File: src/rtl/gpm_pkg.sv
// Package: address codes and shared sizes for the GPIO multiplexed port.
// Assumes a 4-bit address and a 32-bit data bus.
package gpm_pkg;
    localparam int BUS_W = 32;
    localparam int ADDR_W = 4;
    localparam int LANES = 4;

    localparam logic [ADDR_W-1:0] A_DATA     = 4'd0;
    localparam logic [ADDR_W-1:0] A_DATA_SET = 4'd1;
    localparam logic [ADDR_W-1:0] A_DATA_CLR = 4'd2;
    localparam logic [ADDR_W-1:0] A_DIR_SET  = 4'd3;
    localparam logic [ADDR_W-1:0] A_DIR_CLR  = 4'd4;
    localparam logic [ADDR_W-1:0] A_INEN     = 4'd5;
    localparam logic [ADDR_W-1:0] A_FEN      = 4'd6;
    localparam logic [ADDR_W-1:0] A_FSEL     = 4'd7;
    localparam logic [ADDR_W-1:0] A_FSEL_ONE = 4'd8;
endpackage

File: src/rtl/gpm_sync.sv
// Module: multi-stage synchroniser for a vector of asynchronous inputs.
// Assumes each bit is independent; no multi-bit coherence is provided.
module gpm_sync #(
    parameter int W = 16,
    parameter int STAGES = 2
) (
    input  logic         clk,
    input  logic         rst_n,
    input  logic [W-1:0] d,
    output logic [W-1:0] q
);
    logic [W-1:0] stage_q [STAGES];

    generate
        for (genvar s = 0; s < STAGES; s++) begin : g_stage
            // Shift each stage forward by one clock.
            always_ff @(posedge clk) begin
                if (!rst_n) stage_q[s] <= '0;
                else if (s == 0) stage_q[s] <= d;
                else stage_q[s] <= stage_q[(s == 0) ? 0 : s-1];
            end
        end
    endgenerate

    assign q = stage_q[STAGES-1];
endmodule

File: src/rtl/gpm_regs.sv
// Module: register file for the port. It holds data, direction, input-enable,
// function-enable and function-select, with atomic set/clear aliases and a
// single-field select write. Assumes W <= 16 so that the selector fits the bus.
module gpm_regs
    import gpm_pkg::*;
#(
    parameter int W = 16
) (
    input  logic              clk,
    input  logic              rst_n,
    input  logic              we,
    input  logic [ADDR_W-1:0] addr,
    input  logic [BUS_W-1:0]  wdata,
    output logic [W-1:0]      data_q,
    output logic [W-1:0]      dir_q,
    output logic [W-1:0]      inen_q,
    output logic [W-1:0]      fen_q,
    output logic [2*W-1:0]    fsel_q
);
    localparam int SEL_W = 2 * W;

    logic [W-1:0]     wbits;
    logic [3:0]       fidx;
    logic [SEL_W-1:0] fmask;
    logic [SEL_W-1:0] fval;

    // Decode the single-field select write into a mask and a replicated value.
    always_comb begin
        wbits = wdata[W-1:0];
        fidx  = wdata[19:16];
        fmask = '0;
        if (int'(fidx) < W) fmask = {{(SEL_W-2){1'b0}}, 2'b11} << (2 * fidx);
        fval  = {W{wdata[1:0]}};
    end

    // Register updates; one write per cycle.
    always_ff @(posedge clk) begin
        if (!rst_n) begin
            data_q <= '0;
            dir_q  <= '0;
            inen_q <= '0;
            fen_q  <= '0;
            fsel_q <= '0;
        end else if (we) begin
            case (addr)
                A_DATA:     data_q <= wbits;
                A_DATA_SET: data_q <= data_q | wbits;
                A_DATA_CLR: data_q <= data_q & ~wbits;
                A_DIR_SET:  dir_q  <= dir_q | wbits;
                A_DIR_CLR:  dir_q  <= dir_q & ~wbits;
                A_INEN:     inen_q <= wbits;
                A_FEN:      fen_q  <= wbits;
                A_FSEL:     fsel_q <= wdata[SEL_W-1:0];
                A_FSEL_ONE: fsel_q <= (fsel_q & ~fmask) | (fval & fmask);
                default: ;
            endcase
        end
    end

    AST_DSET_EXACT: assert property (@(posedge clk) disable iff (!rst_n)
        (we && addr == A_DATA_SET) |=>
        ((data_q & $past(wbits)) == $past(wbits)) &&
        ((data_q & ~$past(wbits)) == ($past(data_q) & ~$past(wbits))));
    AST_DCLR_EXACT: assert property (@(posedge clk) disable iff (!rst_n)
        (we && addr == A_DATA_CLR) |=>
        ((data_q & $past(wbits)) == '0) &&
        ((data_q & ~$past(wbits)) == ($past(data_q) & ~$past(wbits))));
    AST_DIR_SET_CLR: assert property (@(posedge clk) disable iff (!rst_n)
        (we && (addr == A_DIR_SET || addr == A_DIR_CLR)) |=>
        ((dir_q & ~$past(wbits)) == ($past(dir_q) & ~$past(wbits))));
    AST_FSEL_OTHERS_KEPT: assert property (@(posedge clk) disable iff (!rst_n)
        (we && addr == A_FSEL_ONE) |=>
        ((fsel_q & ~$past(fmask)) == ($past(fsel_q) & ~$past(fmask))));
    AST_FSEL_ONE_FIELD: assert property (@(posedge clk) disable iff (!rst_n)
        (we && addr == A_FSEL_ONE) |=> ($countones($past(fmask)) <= 2));
endmodule

File: src/rtl/gpm_padmux.sv
// Module: per-pin pad multiplexer. It chooses between GPIO data/direction and
// one of LANES peripheral lanes, indexed by the pin's 2-bit select field.
// Assumes lane buses pack lane k at bits [k*W +: W].
module gpm_padmux
    import gpm_pkg::*;
#(
    parameter int W = 16
) (
    input  logic [W-1:0]       data_q,
    input  logic [W-1:0]       dir_q,
    input  logic [W-1:0]       fen_q,
    input  logic [2*W-1:0]     fsel_q,
    input  logic [LANES*W-1:0] lane_out,
    input  logic [LANES*W-1:0] lane_oe,
    output logic [W-1:0]       pad_out,
    output logic [W-1:0]       pad_oe
);
    generate
        for (genvar i = 0; i < W; i++) begin : g_pin
            logic [1:0] sel;
            // Select the pad source for pin i.
            always_comb begin
                sel = fsel_q[2*i +: 2];
                if (fen_q[i]) begin
                    pad_out[i] = lane_out[int'(sel) * W + i];
                    pad_oe[i]  = lane_oe[int'(sel) * W + i];
                end else begin
                    pad_out[i] = data_q[i];
                    pad_oe[i]  = dir_q[i];
                end
            end
        end
    endgenerate
endmodule

File: src/rtl/gpm_port.sv
// Module: top of the GPIO port. It ties together the register file, the pad
// multiplexer and the input synchroniser, and decodes the combinational
// readback. Assumes W <= 16.
module gpm_port
    import gpm_pkg::*;
#(
    parameter int W = 16,
    parameter int SYNC_STAGES = 2
) (
    input  logic              clk,
    input  logic              rst_n,
    input  logic              bus_we,
    input  logic [ADDR_W-1:0] bus_addr,
    input  logic [BUS_W-1:0]  bus_wdata,
    output logic [BUS_W-1:0]  bus_rdata,
    input  logic [W-1:0]      pad_in,
    output logic [W-1:0]      pad_out,
    output logic [W-1:0]      pad_oe,
    output logic [W-1:0]      pin_sample,
    output logic [W-1:0]      irq_vec,
    input  logic [LANES*W-1:0] lane_out,
    input  logic [LANES*W-1:0] lane_oe
);
    logic [W-1:0]   data_q, dir_q, inen_q, fen_q, sync_q, pin_state;
    logic [2*W-1:0] fsel_q;

    gpm_regs #(.W(W)) u_regs (
        .clk(clk), .rst_n(rst_n), .we(bus_we), .addr(bus_addr), .wdata(bus_wdata),
        .data_q(data_q), .dir_q(dir_q), .inen_q(inen_q), .fen_q(fen_q), .fsel_q(fsel_q)
    );

    gpm_padmux #(.W(W)) u_padmux (
        .data_q(data_q), .dir_q(dir_q), .fen_q(fen_q), .fsel_q(fsel_q),
        .lane_out(lane_out), .lane_oe(lane_oe), .pad_out(pad_out), .pad_oe(pad_oe)
    );

    gpm_sync #(.W(W), .STAGES(SYNC_STAGES)) u_sync (
        .clk(clk), .rst_n(rst_n), .d(pad_in), .q(sync_q)
    );

    // Pin state: outputs show driven data, inputs show gated samples.
    always_comb begin
        pin_state  = (dir_q & data_q) | (~dir_q & inen_q & sync_q);
        pin_sample = sync_q;
        irq_vec    = sync_q & inen_q;
    end

    // Combinational readback multiplexer.
    always_comb begin
        bus_rdata = '0;
        case (bus_addr)
            A_DATA:                 bus_rdata[W-1:0]   = pin_state;
            A_DATA_SET, A_DATA_CLR: bus_rdata[W-1:0]   = data_q;
            A_DIR_SET, A_DIR_CLR:   bus_rdata[W-1:0]   = dir_q;
            A_INEN:                 bus_rdata[W-1:0]   = inen_q;
            A_FEN:                  bus_rdata[W-1:0]   = fen_q;
            A_FSEL, A_FSEL_ONE:     bus_rdata[2*W-1:0] = fsel_q;
            default: ;
        endcase
    end

    AST_GPIO_INPUT_UNDRIVEN: assert property (@(posedge clk) disable iff (!rst_n)
        (pad_oe & ~fen_q & ~dir_q) == '0);
    AST_DISABLED_INPUT_ZERO: assert property (@(posedge clk) disable iff (!rst_n)
        (bus_addr == A_DATA) |-> ((bus_rdata[W-1:0] & ~dir_q & ~inen_q) == '0));
    AST_IRQ_GATED: assert property (@(posedge clk) disable iff (!rst_n)
        (irq_vec & ~inen_q) == '0);
    AST_OUTPUT_READBACK: assert property (@(posedge clk) disable iff (!rst_n)
        (bus_addr == A_DATA) |-> ((bus_rdata[W-1:0] & dir_q) == (data_q & dir_q)));
endmodule

File: config.mk
export PLATFORM = sky130hd
export DESIGN_NAME = gpm_port
export DESIGN_NICKNAME = d
export VERILOG_FILES = /design/src/rtl/gpm_pkg.sv /design/src/rtl/gpm_sync.sv /design/src/rtl/gpm_regs.sv /design/src/rtl/gpm_padmux.sv /design/src/rtl/gpm_port.sv
export SDC_FILE = /design/constraint.sdc
export NUM_CORES = 1
export LEC_CHECK = 0
export BUFFER_PORTS_ARGS = -buffer_cell sky130_fd_sc_hd__buf_4
export CAP_MARGIN = 30
export CELL_PAD_IN_SITES_DETAIL_PLACEMENT = 0
export CELL_PAD_IN_SITES_GLOBAL_PLACEMENT = 1
export CORE_ASPECT_RATIO = 1.5
export CORE_MARGIN = 3
export CORE_UTILIZATION = 36
export DETAILED_ROUTE_END_ITERATION = 12
export PLACE_DENSITY_LB_ADDON = 0.08
export RECOVER_POWER = 100
export SLEW_MARGIN = 20
export SYNTH_ARGS = -nofsm -noshare
export SYNTH_HDL_FRONTEND = slang
export SYNTH_SLANG_ARGS = --single-unit
File: constraint.sdc
create_clock -name clk -period 2 [get_ports clk]
set_input_delay 0.3 -clock clk [delete_from_list [all_inputs] [get_ports clk]]
set_output_delay 0.3 -clock clk [all_outputs]
set_load 0.02 [all_outputs]
Yosys cells after proc, flatten, opt, wreduce, memory -nomap -nowiden
Memory sizes are Yosys's and may differ from the RTL's. Index checks and enable logic that the tools add are counted.

Flip-flop bits (word level): 96. RAM bits: 32. Input port bits: 183. Output and inout bits: 96. Logic and storage cells: 210. Memories kept: 1.

$add $sub $neg: 15. Magnitude comparators: 16. Eq/ne operators: 8. Shift operators: 1. Mux-type cells: 135. Bitwise logic cells: 17. Reduce and logical (&&, ||, !) cells: 12.

Memory list: u_sync.stage_q (words 2, width 16, rd ports 2, clocked after memory_dff 0, write ports 2, RTL line gpm_sync.sv:12) `logic [W-1:0] stage_q [STAGES];`.

Operators with widths (count): 32-bit by 8-bit < comparator with 1-bit output (second input constant) (15); 1-bit binary-select mux with 6-bit select (30); 16-bit bitwise AND (6); 1-bit 2-to-1 mux (96); 16-bit case mux with 6 select lines (1); 32-bit bitwise AND (2); 32-bit case mux with 2 select lines (1); 6-bit by 4-bit adder with 7-bit output (second input constant) (8); 16-bit 2-to-1 mux (3); 16-bit OR (3); 16-bit case mux with 3 select lines (1); 16-bit NOT (2); 32-bit NOT (1); 32-bit OR (1); 16-bit case mux with 2 select lines (1); 2-bit by 5-bit << shifter with 32-bit output (first input constant) (1); 6-bit by 3-bit adder with 7-bit output (second input constant) (4); 4-bit by 3-bit == test with 1-bit output (second input constant) (4); 6-bit by 2-bit adder with 7-bit output (second input constant) (2); 2-bit AND reduction (5); 4-bit by 2-bit == test with 1-bit output (second input constant) (2); 6-bit by 1-bit adder with 7-bit output (second input constant) (1); 6-bit by 7-bit < comparator with 1-bit output (second input constant) (1); 2-bit OR reduction (3); other kinds (7) (10).

Logic depth before layout (Yosys ltp)
Word-level depth: 5. Mapped depth: 8. Mapped depth without buffers: 4.

Cells and area by module
Synthesis repeated with hierarchy kept, for this count alone.

Cells, all modules: 948. Area total of the unflattened synthesis: 7967.6 µm².

By module, submodules not included: gpm_regs (instances 1, cells each 519, area each 4240.3 µm², seq. area each 1921.8 µm²); gpm_padmux (instances 1, cells each 176, area each 1461.4 µm², seq. area each 0.0 µm²); gpm_port (instances 1, cells each 186, area each 1370.1 µm², seq. area each 0.0 µm²); gpm_sync (instances 1, cells each 67, area each 895.9 µm², seq. area each 640.6 µm²).

Least setup slack after synthesis
No wires, ideal clock.

Kind: input -> output. Start: in bus_addr[3]. End: out bus_rdata[11]. Arrival time: 1.731 ns. Data required time: 1.700 ns. Setup slack: -0.031 ns. Stages: 5. Buffers on the path: 2. Path through: buf_4 > nor4_4 > clkbuf_1 > a31oi_1 > o221ai_1.

Cells in the longest elaborated chain, start to end: 3. Elaborated cells between the ends (all ways): 13. Those cells by class: 8 x eq/ne; 1 x mux; 4 x reduce/logical.

RTL lines: start: declaration (RTL line gpm_port.sv:13) `input logic [ADDR_W-1:0] bus_addr,`; 4-bit by 3-bit == test with 1-bit output (tied with other cells) (RTL line gpm_port.sv:51) `case (bus_addr)`; 2-bit OR reduction (RTL line gpm_port.sv:51); 16-bit case mux with 6 select lines * (RTL line gpm_port.sv:51); end: declaration (RTL line gpm_port.sv:15) `output logic [BUS_W-1:0] bus_rdata,`.

Every way passes the cells marked *; elsewhere a longest branch is shown, timed or not.

==> metrics <==
fraction of registers with async set/reset=0%; Initial Util=36.8%; Seq/Total Area, Yosys=36.0%; Slew HR=10.6%; hold_sp=pad_in[12]; Ys Warns=0; post-synth cell types=53; Hold Buf Count CTS=0; final worst-path cycle share=102%; root buffer cell=clkbuf_16; die width=121 um; number of port buffers=278; Detailed Route WL=28.6 mm; Die Y=178 um; DR DRC count=0; core footprint=~19,000 um^2; Critical Path Start Type=register; Worst-Skew Late Latency=approximately 0.41 ns; I/O pin cnt=279; Worst VDD drop=roughly 0.56 mV; Post-Route Setup TNS=-0.645 ns; arrival time worst endpoint=around 1.8 ns; Worst Tran Pin Value=about 1.3 ns; GPL Wtd Cong=0.820; Vias/cell=5.47; Req. time, crit path=about 1.7 ns; Most used DFF post-synth=dfxtp_1; Fin. Hold Viols=0; nets=1,299; Final Setup Violations=29; synthesis-to-finish area growth=57.3%; layout cells sized above 1=between 40% and 50%; clk slew on worst S/H paths=0.06 ns; setup skew after layout=0.00139 ns; largest area contributor in the netlist=dfxtp_1; gr usage total=25.6%; vias in the first global route=7,607; HPWL Detailed=~22 mm; post-route setup slack=-0.0499 ns; kind of critical path=reg -> out; post-route core utilization=57.9%; met1 usage=between 30% and 40%; CTS tree=yes; Die ar.=approximately 22,000 um^2; GRT overflow=0; worst-path fanout max=4; PD cells=636 nW/um^2; status=finished, violations left; number of synthesized flops with an enable pin=0; register bit total from synthesis=about 130; gr busiest metal=met2; R2R cell count=3; Syn Std Cell Area=7120 um^2; Clock Tree Buf Depth=2; syn nets=978; most frequent cells in the layout=buf_4, dfxtp_1, a21oi_1, nand2_1, buf_6; ant diodes=0; failing checks=negative setup slack; post-synth top area share=36.0%; CTS buffer count=17; synth top area cells=dfxtp_1, mux4_2, a21oi_1; most common cell after layout, fill and taps aside=buf_4; average size of a mapped cell=about 9.0 um^2; cell count after synthesis=795; FP Rows=62; grt met3 use=4.98%; HP Class=in -> reg; fin crit period=between 2 and 2.5 ns; ANT nets after route=0; RSZ-0062 raised after global routing=true; TritonCTS Sinks=128; Fill cells=1,787; DR iter-0 viols=582; Vias=approximately 7,600; Lkg Pwr=4.39 nW; antenna violations before repair=0; Max Cap Violations=0; CTS H-Tree Depth=4; Final Slew Violations=0; r2r setup slk=0.95 ns; routed length per instance=20.6 um; crit path capture type=output port; Pre-antenna DRT Iters=6; Hold Path Stages=2; first-pass GRT wire length=42.8 mm; Fmax=0.488 GHz; largest net degree at the start of global routing=67; M2 GR Usage=44.4%; hold path endpoint=u_sync.stage_q[0][12]
==> metrics by stage <==
step / instance area (um^2) / instances / total power [mW] / setup slack (ns) / hold slack, ns
3_5_place_dp: 9980 / 1328 / 3.84 / -0.144 / 0.415
6_report: 11200 / 1385 / 7.12 / -0.0499 / 0.0966
2_1_floorplan: 7190 / 795 / 3.23 / 0.0248 / 0.397
3_3_place_gp: 9980 / 1328 / 3.83 / -0.131 / 0.411
5_1_grt: 11200 / 1385 / 7.38 / -0.0935 / 0.0748
4_1_cts: 11000 / 1370 / 7.13 / -0.0654 / 0.0789
==> critical path: stages, from the launching register on <==
cell and delay (ns):
dfxtp_4 0.37, mux4_2 0.55, mux2_4 0.29, buf_6 0.14
==> layer usage <==
layer	share of wire [%]	wire length, um
met5	0	0
met4	1.3	375
met3	6.3	1810
met2	52	14800
met1	40	11500
==> Yosys cell counts (all sizes together), types with 5 or more instances <==
| master | count |
|---|---|
| dfxtp | 128 |
| a21oi | 102 |
| nand2 | 96 |
| and2 | 66 |
| clkbuf | 44 |
| nor2 | 37 |
| a31oi | 36 |
| mux2 | 32 |
| mux4 | 32 |
| inv | 28 |
| nor3 | 26 |
| o21ai | 26 |
| buf | 22 |
| o221a | 20 |
| a211oi | 17 |
| a222oi | 16 |
| o221ai | 12 |
| nand3 | 7 |
| nor3b | 5 |
==> cells by family after synthesis <==
group / after synthesis / synth area share, %
simple gates: 259 / 19.2
compound gates: 246 / 23.2
flops: 128 / 36.0
buf+inv: 94 / 5.85
mux: 67 / 15.6
xor+xnor: 1 / 0.123
==> final cells by class <==
type                    instances  area, um^2  share of cell area, %
multi-input cells             573        4450                   39.8
repair buffers                368        3060                   27.4
clock inverters                13         189                   1.69
clock buffers                  19         433                   3.87
inverters                      28         105                  0.939
well taps                     256         320                   2.86
flip-flops and latches        128        2630                   23.5
==> where the power goes <==
part	leakage (nW)	switching (mW)	total, mW	internal [mW]
Sequential	1.06	0.0868	2.70	2.62
Clock	0.285	1.18	3.27	2.09
Combinational	3.05	0.527	1.15	0.624
Total	4.39	1.79	7.12	5.33
==> repair_timing <==
item,in CTS,in global routing
gates cloned,0,4
setup endpoints to repair,63,50
pin swaps,7,24
buffers inserted,10,11
resized for setup,106,45
==> worst max path at each step <==
stage               endpoint   startpoint  slack (ns)  depth (start not counted)
2_1_floorplan  bus_rdata[10]  bus_addr[2]        0.02                          7
3_3_place_gp   bus_rdata[10]  bus_addr[1]       -0.13                          7
6_report          pad_oe[15]     register       -0.05                          3
4_1_cts          pad_out[15]     register       -0.07                          3
3_5_place_dp   bus_rdata[18]  bus_addr[1]       -0.14                          6
5_1_grt           pad_oe[13]     register       -0.09                          3
Power figures use the tool's default switching activity.
